--- src/rtl/tmr_pkg.sv ---
`timescale 1ns/1ps
package tmr_pkg;
  typedef enum logic [1:0] {
    SEL_ROUTE  = 2'd0,
    SEL_DEAD   = 2'd1,
    SEL_DETOUR = 2'd2
  } cfg_sel_e;

  localparam int P_NORTH = 0;
  localparam int P_SOUTH = 1;
  localparam int P_EAST  = 2;
  localparam int P_WEST  = 3;
  localparam int P_LOCAL = 4;
endpackage

--- src/rtl/tmr_in_fifo.sv ---
`timescale 1ns/1ps
module tmr_in_fifo #(
  parameter int W     = 32,
  parameter int DEPTH = 2,
  localparam int AW   = (DEPTH > 1) ? $clog2(DEPTH) : 1,
  localparam int CW   = $clog2(DEPTH + 1)
) (
  input  logic         clk,
  input  logic         rst,
  input  logic         push,
  input  logic [W-1:0] din,
  input  logic         pop,
  output logic [W-1:0] dout,
  output logic         empty,
  output logic         full
);
  logic [W-1:0]  mem [DEPTH];
  logic [AW-1:0] wr_q, rd_q;
  logic [CW-1:0] cnt_q;

  // storage without reset so it maps onto plain RAM
  always_ff @(posedge clk) begin
    if (push) mem[wr_q] <= din;
  end

  always_ff @(posedge clk) begin
    if (rst) begin
      wr_q  <= '0;
      rd_q  <= '0;
      cnt_q <= '0;
    end else begin
      if (push) wr_q <= (wr_q == AW'(DEPTH - 1)) ? '0 : wr_q + 1'b1;
      if (pop)  rd_q <= (rd_q == AW'(DEPTH - 1)) ? '0 : rd_q + 1'b1;
      case ({push, pop})
        2'b10:   cnt_q <= cnt_q + 1'b1;
        2'b01:   cnt_q <= cnt_q - 1'b1;
        default: cnt_q <= cnt_q;
      endcase
    end
  end

  assign dout  = mem[rd_q];
  assign empty = (cnt_q == '0);
  assign full  = (cnt_q == CW'(DEPTH));

  AST_NO_OVERFLOW: assert property (@(posedge clk) disable iff (rst) push |-> !full);
  AST_NO_UNDERFLOW: assert property (@(posedge clk) disable iff (rst) pop |-> !empty);
endmodule

--- src/rtl/tmr_route_table.sv ---
`timescale 1ns/1ps
module tmr_route_table
  import tmr_pkg::*;
#(
  parameter int NPORT   = 5,
  parameter int NCOLOR  = 24,
  parameter int COLOR_W = 5,
  localparam int PIDX_W = $clog2(NPORT),
  localparam int DEPTH  = NPORT * NCOLOR,
  localparam int AW     = $clog2(DEPTH)
) (
  input  logic                              clk,
  input  logic                              rst,
  input  logic                              run_en,
  input  logic                              cfg_we,
  input  logic [1:0]                        cfg_sel,
  input  logic [PIDX_W-1:0]                 cfg_port,
  input  logic [COLOR_W-1:0]                cfg_color,
  input  logic [NPORT-1:0]                  cfg_value,
  input  logic [NPORT-1:0][COLOR_W-1:0]     rd_color,
  output logic [NPORT-1:0][NPORT-1:0]       rd_mask,
  output logic [NPORT-1:0]                  rd_bad,
  output logic [NPORT-1:0]                  dead_o
);
  logic [NPORT-1:0]              mem [DEPTH];
  logic [NPORT-1:0]              dead_q;
  logic [NPORT-1:0][PIDX_W-1:0]  detour_q;
  logic                          port_ok, color_ok;
  logic [AW-1:0]                 waddr;

  assign port_ok  = int'(cfg_port) < NPORT;
  assign color_ok = int'(cfg_color) < NCOLOR;
  assign waddr    = AW'(int'(cfg_port) * NCOLOR + int'(cfg_color));

  always_ff @(posedge clk) begin
    if (cfg_we && !run_en && cfg_sel == SEL_ROUTE && port_ok && color_ok)
      mem[waddr] <= cfg_value;
  end

  always_ff @(posedge clk) begin
    if (rst) begin
      dead_q   <= '0;
      detour_q <= '0;
    end else if (cfg_we && !run_en) begin
      if (cfg_sel == SEL_DEAD) dead_q <= cfg_value;
      if (cfg_sel == SEL_DETOUR && port_ok)
        detour_q[cfg_port] <= cfg_value[PIDX_W-1:0];
    end
  end

  assign dead_o = dead_q;

  for (genvar gi = 0; gi < NPORT; gi++) begin : g_rd
    logic [AW-1:0]    raddr;
    logic [NPORT-1:0] raw;
    logic [NPORT-1:0] eff;
    assign rd_bad[gi] = int'(rd_color[gi]) >= NCOLOR;
    assign raddr      = rd_bad[gi] ? '0 : AW'(gi * NCOLOR + int'(rd_color[gi]));
    assign raw        = mem[raddr];
    always_comb begin
      eff = raw & ~dead_q;
      for (int o = 0; o < NPORT; o++) begin
        if (raw[o] && dead_q[o] && int'(detour_q[o]) < NPORT)
          eff[detour_q[o]] = 1'b1;
      end
      eff = eff & ~dead_q;
    end
    assign rd_mask[gi] = eff;
  end

  AST_CFG_LOCKED: assert property (@(posedge clk) disable iff (rst)
    (run_en && $past(run_en)) |-> ($stable(dead_q) && $stable(detour_q)));
endmodule

--- src/rtl/tmr_rr_arb.sv ---
`timescale 1ns/1ps
module tmr_rr_arb #(
  parameter int N   = 5,
  localparam int PW = $clog2(N)
) (
  input  logic         clk,
  input  logic         rst,
  input  logic         en,
  input  logic [N-1:0] req,
  output logic [N-1:0] gnt
);
  logic [PW-1:0] last_q;
  int            idx;

  always_comb begin
    gnt = '0;
    idx = 0;
    if (en) begin
      for (int k = 1; k <= N; k++) begin
        idx = (int'(last_q) + k) % N;
        if (gnt == '0 && req[idx]) gnt[idx] = 1'b1;
      end
    end
  end

  always_ff @(posedge clk) begin
    if (rst) begin
      last_q <= PW'(N - 1);
    end else begin
      for (int k = 0; k < N; k++) begin
        if (gnt[k]) last_q <= PW'(k);
      end
    end
  end

  AST_GNT_ONEHOT: assert property (@(posedge clk) disable iff (rst) $onehot0(gnt));
  AST_GNT_HAS_REQ: assert property (@(posedge clk) disable iff (rst) (gnt & ~req) == '0);
endmodule

--- src/rtl/tag_mesh_router.sv ---
`timescale 1ns/1ps
module tag_mesh_router
  import tmr_pkg::*;
#(
  parameter int NPORT      = 5,
  parameter int DATA_W     = 32,
  parameter int COLOR_W    = 5,
  parameter int NCOLOR     = 24,
  parameter int FIFO_DEPTH = 2,
  localparam int PIDX_W    = $clog2(NPORT)
) (
  input  logic                     clk,
  input  logic                     rst,
  input  logic                     run_en,
  input  logic                     cfg_we,
  input  logic [1:0]               cfg_sel,
  input  logic [PIDX_W-1:0]        cfg_port,
  input  logic [COLOR_W-1:0]       cfg_color,
  input  logic [NPORT-1:0]         cfg_value,
  input  logic [NPORT-1:0]         in_valid,
  output logic [NPORT-1:0]         in_ready,
  input  logic [NPORT*DATA_W-1:0]  in_data,
  output logic [NPORT-1:0]         out_valid,
  input  logic [NPORT-1:0]         out_ready,
  output logic [NPORT*DATA_W-1:0]  out_data,
  output logic [NPORT-1:0]         bad_tag
);
  logic [DATA_W-1:0]               head_w [NPORT];
  logic [NPORT-1:0]                empty_w, full_w, push_w, pop_w;
  logic [NPORT-1:0][COLOR_W-1:0]   color_w;
  logic [NPORT-1:0][NPORT-1:0]     mask_w;
  logic [NPORT-1:0]                bad_w, dead_w;
  logic [NPORT-1:0]                need   [NPORT];
  logic [NPORT-1:0]                served [NPORT];
  logic [NPORT-1:0]                done_q [NPORT];
  logic [NPORT-1:0]                req_by_out [NPORT];
  logic [NPORT-1:0]                gnt_by_out [NPORT];
  logic [NPORT-1:0]                take_w;
  logic [NPORT-1:0]                ovalid_q, bad_q;
  logic [DATA_W-1:0]               odata_q [NPORT];
  logic [DATA_W-1:0]               omux    [NPORT];

  // input side: one FIFO per port
  for (genvar gi = 0; gi < NPORT; gi++) begin : g_in
    tmr_in_fifo #(.W(DATA_W), .DEPTH(FIFO_DEPTH)) u_fifo (
      .clk   (clk),
      .rst   (rst),
      .push  (push_w[gi]),
      .din   (in_data[gi*DATA_W +: DATA_W]),
      .pop   (pop_w[gi]),
      .dout  (head_w[gi]),
      .empty (empty_w[gi]),
      .full  (full_w[gi])
    );
    assign in_ready[gi] = run_en & ~full_w[gi];
    assign push_w[gi]   = in_valid[gi] & in_ready[gi];
    assign color_w[gi]  = head_w[gi][DATA_W-1 -: COLOR_W];
  end

  tmr_route_table #(.NPORT(NPORT), .NCOLOR(NCOLOR), .COLOR_W(COLOR_W)) u_table (
    .clk       (clk),
    .rst       (rst),
    .run_en    (run_en),
    .cfg_we    (cfg_we),
    .cfg_sel   (cfg_sel),
    .cfg_port  (cfg_port),
    .cfg_color (cfg_color),
    .cfg_value (cfg_value),
    .rd_color  (color_w),
    .rd_mask   (mask_w),
    .rd_bad    (bad_w),
    .dead_o    (dead_w)
  );

  // targets still owed by each head, transposed per output
  always_comb begin
    for (int i = 0; i < NPORT; i++) begin
      need[i] = (!empty_w[i] && !bad_w[i]) ? (mask_w[i] & ~done_q[i]) : '0;
    end
    for (int o = 0; o < NPORT; o++) begin
      for (int i = 0; i < NPORT; i++) begin
        req_by_out[o][i] = need[i][o];
        served[i][o]     = gnt_by_out[o][i];
      end
    end
    for (int i = 0; i < NPORT; i++) begin
      pop_w[i] = !empty_w[i] && (bad_w[i] || ((need[i] & ~served[i]) == '0));
    end
  end

  always_ff @(posedge clk) begin
    if (rst) begin
      for (int i = 0; i < NPORT; i++) done_q[i] <= '0;
      bad_q <= '0;
    end else begin
      for (int i = 0; i < NPORT; i++) begin
        done_q[i] <= pop_w[i] ? '0 : (done_q[i] | served[i]);
        bad_q[i]  <= !empty_w[i] && bad_w[i];
      end
    end
  end

  assign bad_tag = bad_q;

  // output side: arbiter and register per port
  for (genvar go = 0; go < NPORT; go++) begin : g_out
    assign take_w[go] = ~ovalid_q[go] | out_ready[go];

    tmr_rr_arb #(.N(NPORT)) u_arb (
      .clk (clk),
      .rst (rst),
      .en  (take_w[go]),
      .req (req_by_out[go]),
      .gnt (gnt_by_out[go])
    );

    always_comb begin
      omux[go] = '0;
      for (int i = 0; i < NPORT; i++) begin
        if (gnt_by_out[go][i]) omux[go] = omux[go] | head_w[i];
      end
    end

    always_ff @(posedge clk) begin
      if (rst) begin
        ovalid_q[go] <= 1'b0;
      end else if (take_w[go]) begin
        ovalid_q[go] <= |gnt_by_out[go];
      end
    end

    always_ff @(posedge clk) begin
      if (take_w[go] && |gnt_by_out[go]) odata_q[go] <= omux[go];
    end

    assign out_valid[go]                  = ovalid_q[go];
    assign out_data[go*DATA_W +: DATA_W]  = odata_q[go];

    AST_OUT_HOLD: assert property (@(posedge clk) disable iff (rst)
      (out_valid[go] && !out_ready[go]) |=>
        (out_valid[go] && $stable(out_data[go*DATA_W +: DATA_W])));
    AST_DEAD_SILENT: assert property (@(posedge clk) disable iff (rst)
      $rose(out_valid[go]) |-> !dead_w[go]);
  end
endmodule

--- config.mk ---
export PLATFORM = sky130hd
export DESIGN_NAME = tag_mesh_router
export DESIGN_NICKNAME = d
export VERILOG_FILES = /design/src/rtl/tmr_pkg.sv /design/src/rtl/tmr_in_fifo.sv /design/src/rtl/tmr_route_table.sv /design/src/rtl/tmr_rr_arb.sv /design/src/rtl/tag_mesh_router.sv
export SDC_FILE = /design/constraint.sdc
export NUM_CORES = 2
export LEC_CHECK = 0
export BUFFER_PORTS_ARGS = -buffer_cell sky130_fd_sc_hd__buf_4
export CORE_MARGIN = 10
export CORE_UTILIZATION = 35
export CTS_CLUSTER_DIAMETER = 120
export DETAILED_ROUTE_END_ITERATION = 12
export GPL_ROUTABILITY_DRIVEN = 1
export GPL_TIMING_DRIVEN = 0
export SYNTH_ARGS = -nofsm -noshare
export SYNTH_HDL_FRONTEND = slang
export SYNTH_SLANG_ARGS = --single-unit
--- constraint.sdc ---
create_clock -name clk -period 11.4 [get_ports clk]
set_input_delay 1.14 -clock clk [delete_from_list [all_inputs] [get_ports clk]]
set_output_delay 1.14 -clock clk [all_outputs]
set_load 0.01 [all_outputs]
==> results.json <==
{
  "crit_path_end_kind": "register",
  "syn_area_sq_mm": 0.0635,
  "hold_viol_final": 0,
  "yosys.area_share.simple": 0.128,
  "path_class": "reg2reg",
  "violations": "max-capacitance violations",
  "synthTopCellsByCount": "1080 x edfxtp_1, 473 x nand2_1, 427 x nor2_1, 293 x a21oi_1, 212 x mux2i_1",
  "synthMuxAreaShare": 0.0719,
  "drv_cap": 2,
  "worstSkewPairLatency_ns": 0.81,
  "die_y_microns": 446,
  "core_sq_mm": 0.181,
  "post-route-util": 0.411,
  "finalSetupViolCount": 0,
  "ys_async_sr_fraction": 0,
  "core.rowCount": 156,
  "hold_path_end": "done_q[0][6]$_SDFF_PP0_",
  "cts_root_buf": "clkbuf_16",
  "synth_ff_type": "edfxtp_1",
  "ant_nets": 0,
  "netlist_instances": 5597,
  "tightestPinTransition_ns": 1.48,
  "cts_max_level": 4,
  "nNetsFinal": 6493,
  "cts.sinks": 1175,
  "ys.warnings.count": 0,
  "fill_cells": 17100,
  "fin_crit_sh": 0.970,
  "drt-total-wl_microns": 275000,
  "dieArea_sq_mm": 0.199,
  "cts_buffer_depth": 3,
  "worst_path_most_repeated_cell": "clkbuf_1",
  "r2r_end": "odata_q[0][43]$_DFFE_PP_",
  "rsz0062_at_grt": "false",
  "hold_path.class": "reg2reg",
  "synth-compound-area-share": 0.181,
  "yosys.area.top_type": "edfxtp_1",
  "synth_seq_area_share": 0.541,
  "synth_top_family_by_area": "compound AO/OA/AOI/OAI gates",
  "fin_crit_ns": 11.06,
  "status": "finished with violations",
  "holdPathStages": 2,
  "slew_headroom": 0.00388,
  "gp_congestion": 0.980,
  "critPathSlowestCell": "clkbuf_1",
  "io_pins": 364,
  "drive_gt1_frac": 0.150,
  "viasPerCell": 6.30,
  "synthAdderAreaFrac": 0.0362,
  "cts.reportedPaths.clkPinSlew_ns": 0.06,
  "crit_path_start_kind": "register",
  "synthesis.nets": 5967,
  "timing.fmax_mhz": 90.4,
  "critPathMaxFanout": 22,
  "fin_cells": 8617,
  "hpwl_microns": 205000,
  "grt_pass1_wl_microns": 383000,
  "worst_ep_required_time_ns": 11.92,
  "synth_edf_count": 1080,
  "synth.top_cell.area_share": 0.511,
  "io_buffers": 363,
  "crit_arrival_ns": 11.58,
  "synthXorXnorAreaFrac": 0.0110,
  "rr_worst_depth": 26,
  "synth-seq-cells": 1175,
  "routedWlPerCell_microns": 31.9,
  "cts_setup_buffers": 0,
  "fin_skew_ns": 0.0327,
  "first_pass_iters": 10,
  "numCtsBuffers": 130,
  "ff2ff_setup_slack_ns": 0.34,
  "dieWidth_microns": 446,
  "antenna_found_initial": 24,
  "area_growth_pct": 16.9,
  "dp_cells": 8357,
  "ys_types": 119,
  "synthTopCellsByArea": "edfxtp_1 51%, ha_1 3.5%, mux2i_1 3.3%",
  "yosysMostFrequentCell": "edfxtp_1",
  "avgSynthCellArea_sq_um": 11.3,
  "grt_pass1_vias": 51500,
  "drtIter0Drc": 7869,
  "min-delay-start": "done_q[0][6]$_SDFF_PP0_",
  "drc": 0,
  "grt_max_degree": 127,
  "cts_hold_buf": 0,
  "vias": 54300,
  "tritoncts": "yes",
  "grtUsageTotal": 0.263,
  "initial_core_util": 0.351,
  "maxSlewViolCount": 0,
  "max_stage_delay_ns": 1.00,
  "grt.overflow.total": 0
}
-- how the worst max path moves through the flow --
stage | slack (ns) | start | cells past startpoint | to
3_5_place_dp | -0.06 | register | 25 | odata_q[0][79]$_DFFE_PP_
2_1_floorplan | 3.46 | g_out[0].u_arb.last_q[0]$_SDFFE_PP0P_ | 24 | odata_q[0][0]$_DFFE_PP_
3_3_place_gp | -1.90 | register | 24 | odata_q[0][43]$_DFFE_PP_
6_report | 0.34 | register | 26 | odata_q[0][43]$_DFFE_PP_
4_1_cts | 0.23 | register | 25 | odata_q[0][79]$_DFFE_PP_
5_1_grt | 0.03 | g_out[1].u_arb.last_q[0]$_SDFFE_PP0P_ | 29 | odata_q[0][45]$_DFFE_PP_
-- metal layers --
metal,share of wire,global-route usage,wire length (microns),vias up
met3,0.10,0.0601,28400,795
met1,0.38,0.338,105000,26900
met4,0.074,0.171,20300,4
met5,0.000091,0,25,-
met2,0.44,0.399,121000,3560
li1,-,-,-,23000
-- critical path: cells and delay by family, from the launching register on --
family,cells,cell delay [ns]
buf+inv,10,4.17
compound gates,9,2.97
simple gates,5,2.41
fa+ha+maj,1,0.44
mux,1,0.37
flops,1,0.32
-- placed cells by master, fill, tap and decap left out, types with 26 or more instances in the layout --
master     netlist  layout
clkinv_1         6      32
mux2i_1        212     210
inv_1          202     202
a221o_1         28      28
or3_1           49      49
and2_1          33      33
o2111ai_1       55      55
a31oi_1         70      69
a221oi_1        61      61
a21oi_1        293     293
buf_4           11     371
or2_2           30      30
ha_1           178     178
xnor2_1         64      64
a22oi_1         85      85
nor3_1         129     129
o21ai_0        196     194
nand2_1        473     469
nor2_1         427     417
a211oi_1        31      31
o22ai_1        112     110
and3_1          45      45
a21o_1          26      26
buf_2           28      28
o211ai_1       135     135
mux2_2         160     160
edfxtp_1      1080    1080
nand3_1        147     146
clkbuf_1       210     227
o21a_1          33      33
o221ai_1        75      75
dfxtp_1         95      95
clkbuf_16        0     131
nor2b_1         65      65
nand2b_1       101     101
a222oi_1        44      44
nor4_1          34      33
o31ai_1         30      30
-- cell families after synthesis --
| logic type | after synthesis |
|---|---|
| xor gates and xnor gates | 80 |
| and+or+nand+nor | 1674 |
| adders and majority gates | 182 |
| AOI/OAI and AO/OA | 1591 |
| buffers and inverters | 487 |
| muxes | 408 |
| DFF | 1175 |
-- flip-flops by register name (all words and copies together) (netlist names), named ones only --
| signal | cells |
|---|---|
| odata_q | 160 |
| g_out.u_arb.last_q | 15 |
| out_valid | 5 |
| u_table.detour_q | 15 |
| g_in.u_fifo.wr_q | 5 |
| done_q | 25 |
| u_table.mem | 600 |
| g_in.u_fifo.cnt_q | 10 |
| u_table.dead_o | 5 |
| g_in.u_fifo.rd_q | 5 |
| g_in.u_fifo.mem | 320 |
| bad_tag | 5 |
-- layout make-up --
type                    instances  area [sq um]  share of cell area
multi-input cells            3935         27300               0.369
flip-flops and latches       1175         34300               0.463
clock inverters                83           833              0.0112
diodes                         19          47.5            0.000641
well taps                    2370          2970              0.0400
inverters                     209           785              0.0106
plain buffers                 278          1190              0.0160
clock buffers                 154          3360              0.0453
repair buffers                394          3340              0.0450
-- what timing repair did --
item,4_1_cts,5_1_grt
setup endpoints to repair,33,97
endpoints found under the hold margin,0,0
gates resized for setup,2,11
-- through the flow --
stage          TNS (ns)  instance area, sq um  setup WS (ns)  hold WS [ns]
6_report              0                 74200          0.339         0.444
5_1_grt               0                 74200         0.0306         0.449
4_1_cts               0                 74000          0.234         0.442
3_5_place_dp     -0.886                 69800        -0.0562         0.433
3_3_place_gp    -180.26                 69200          -1.90         0.433
2_1_floorplan         0                 63500           3.46         0.420
Power is left out: the tool's default activity adds up to more than one toggle a clock period on the data nets, which glitch-free logic cannot reach.
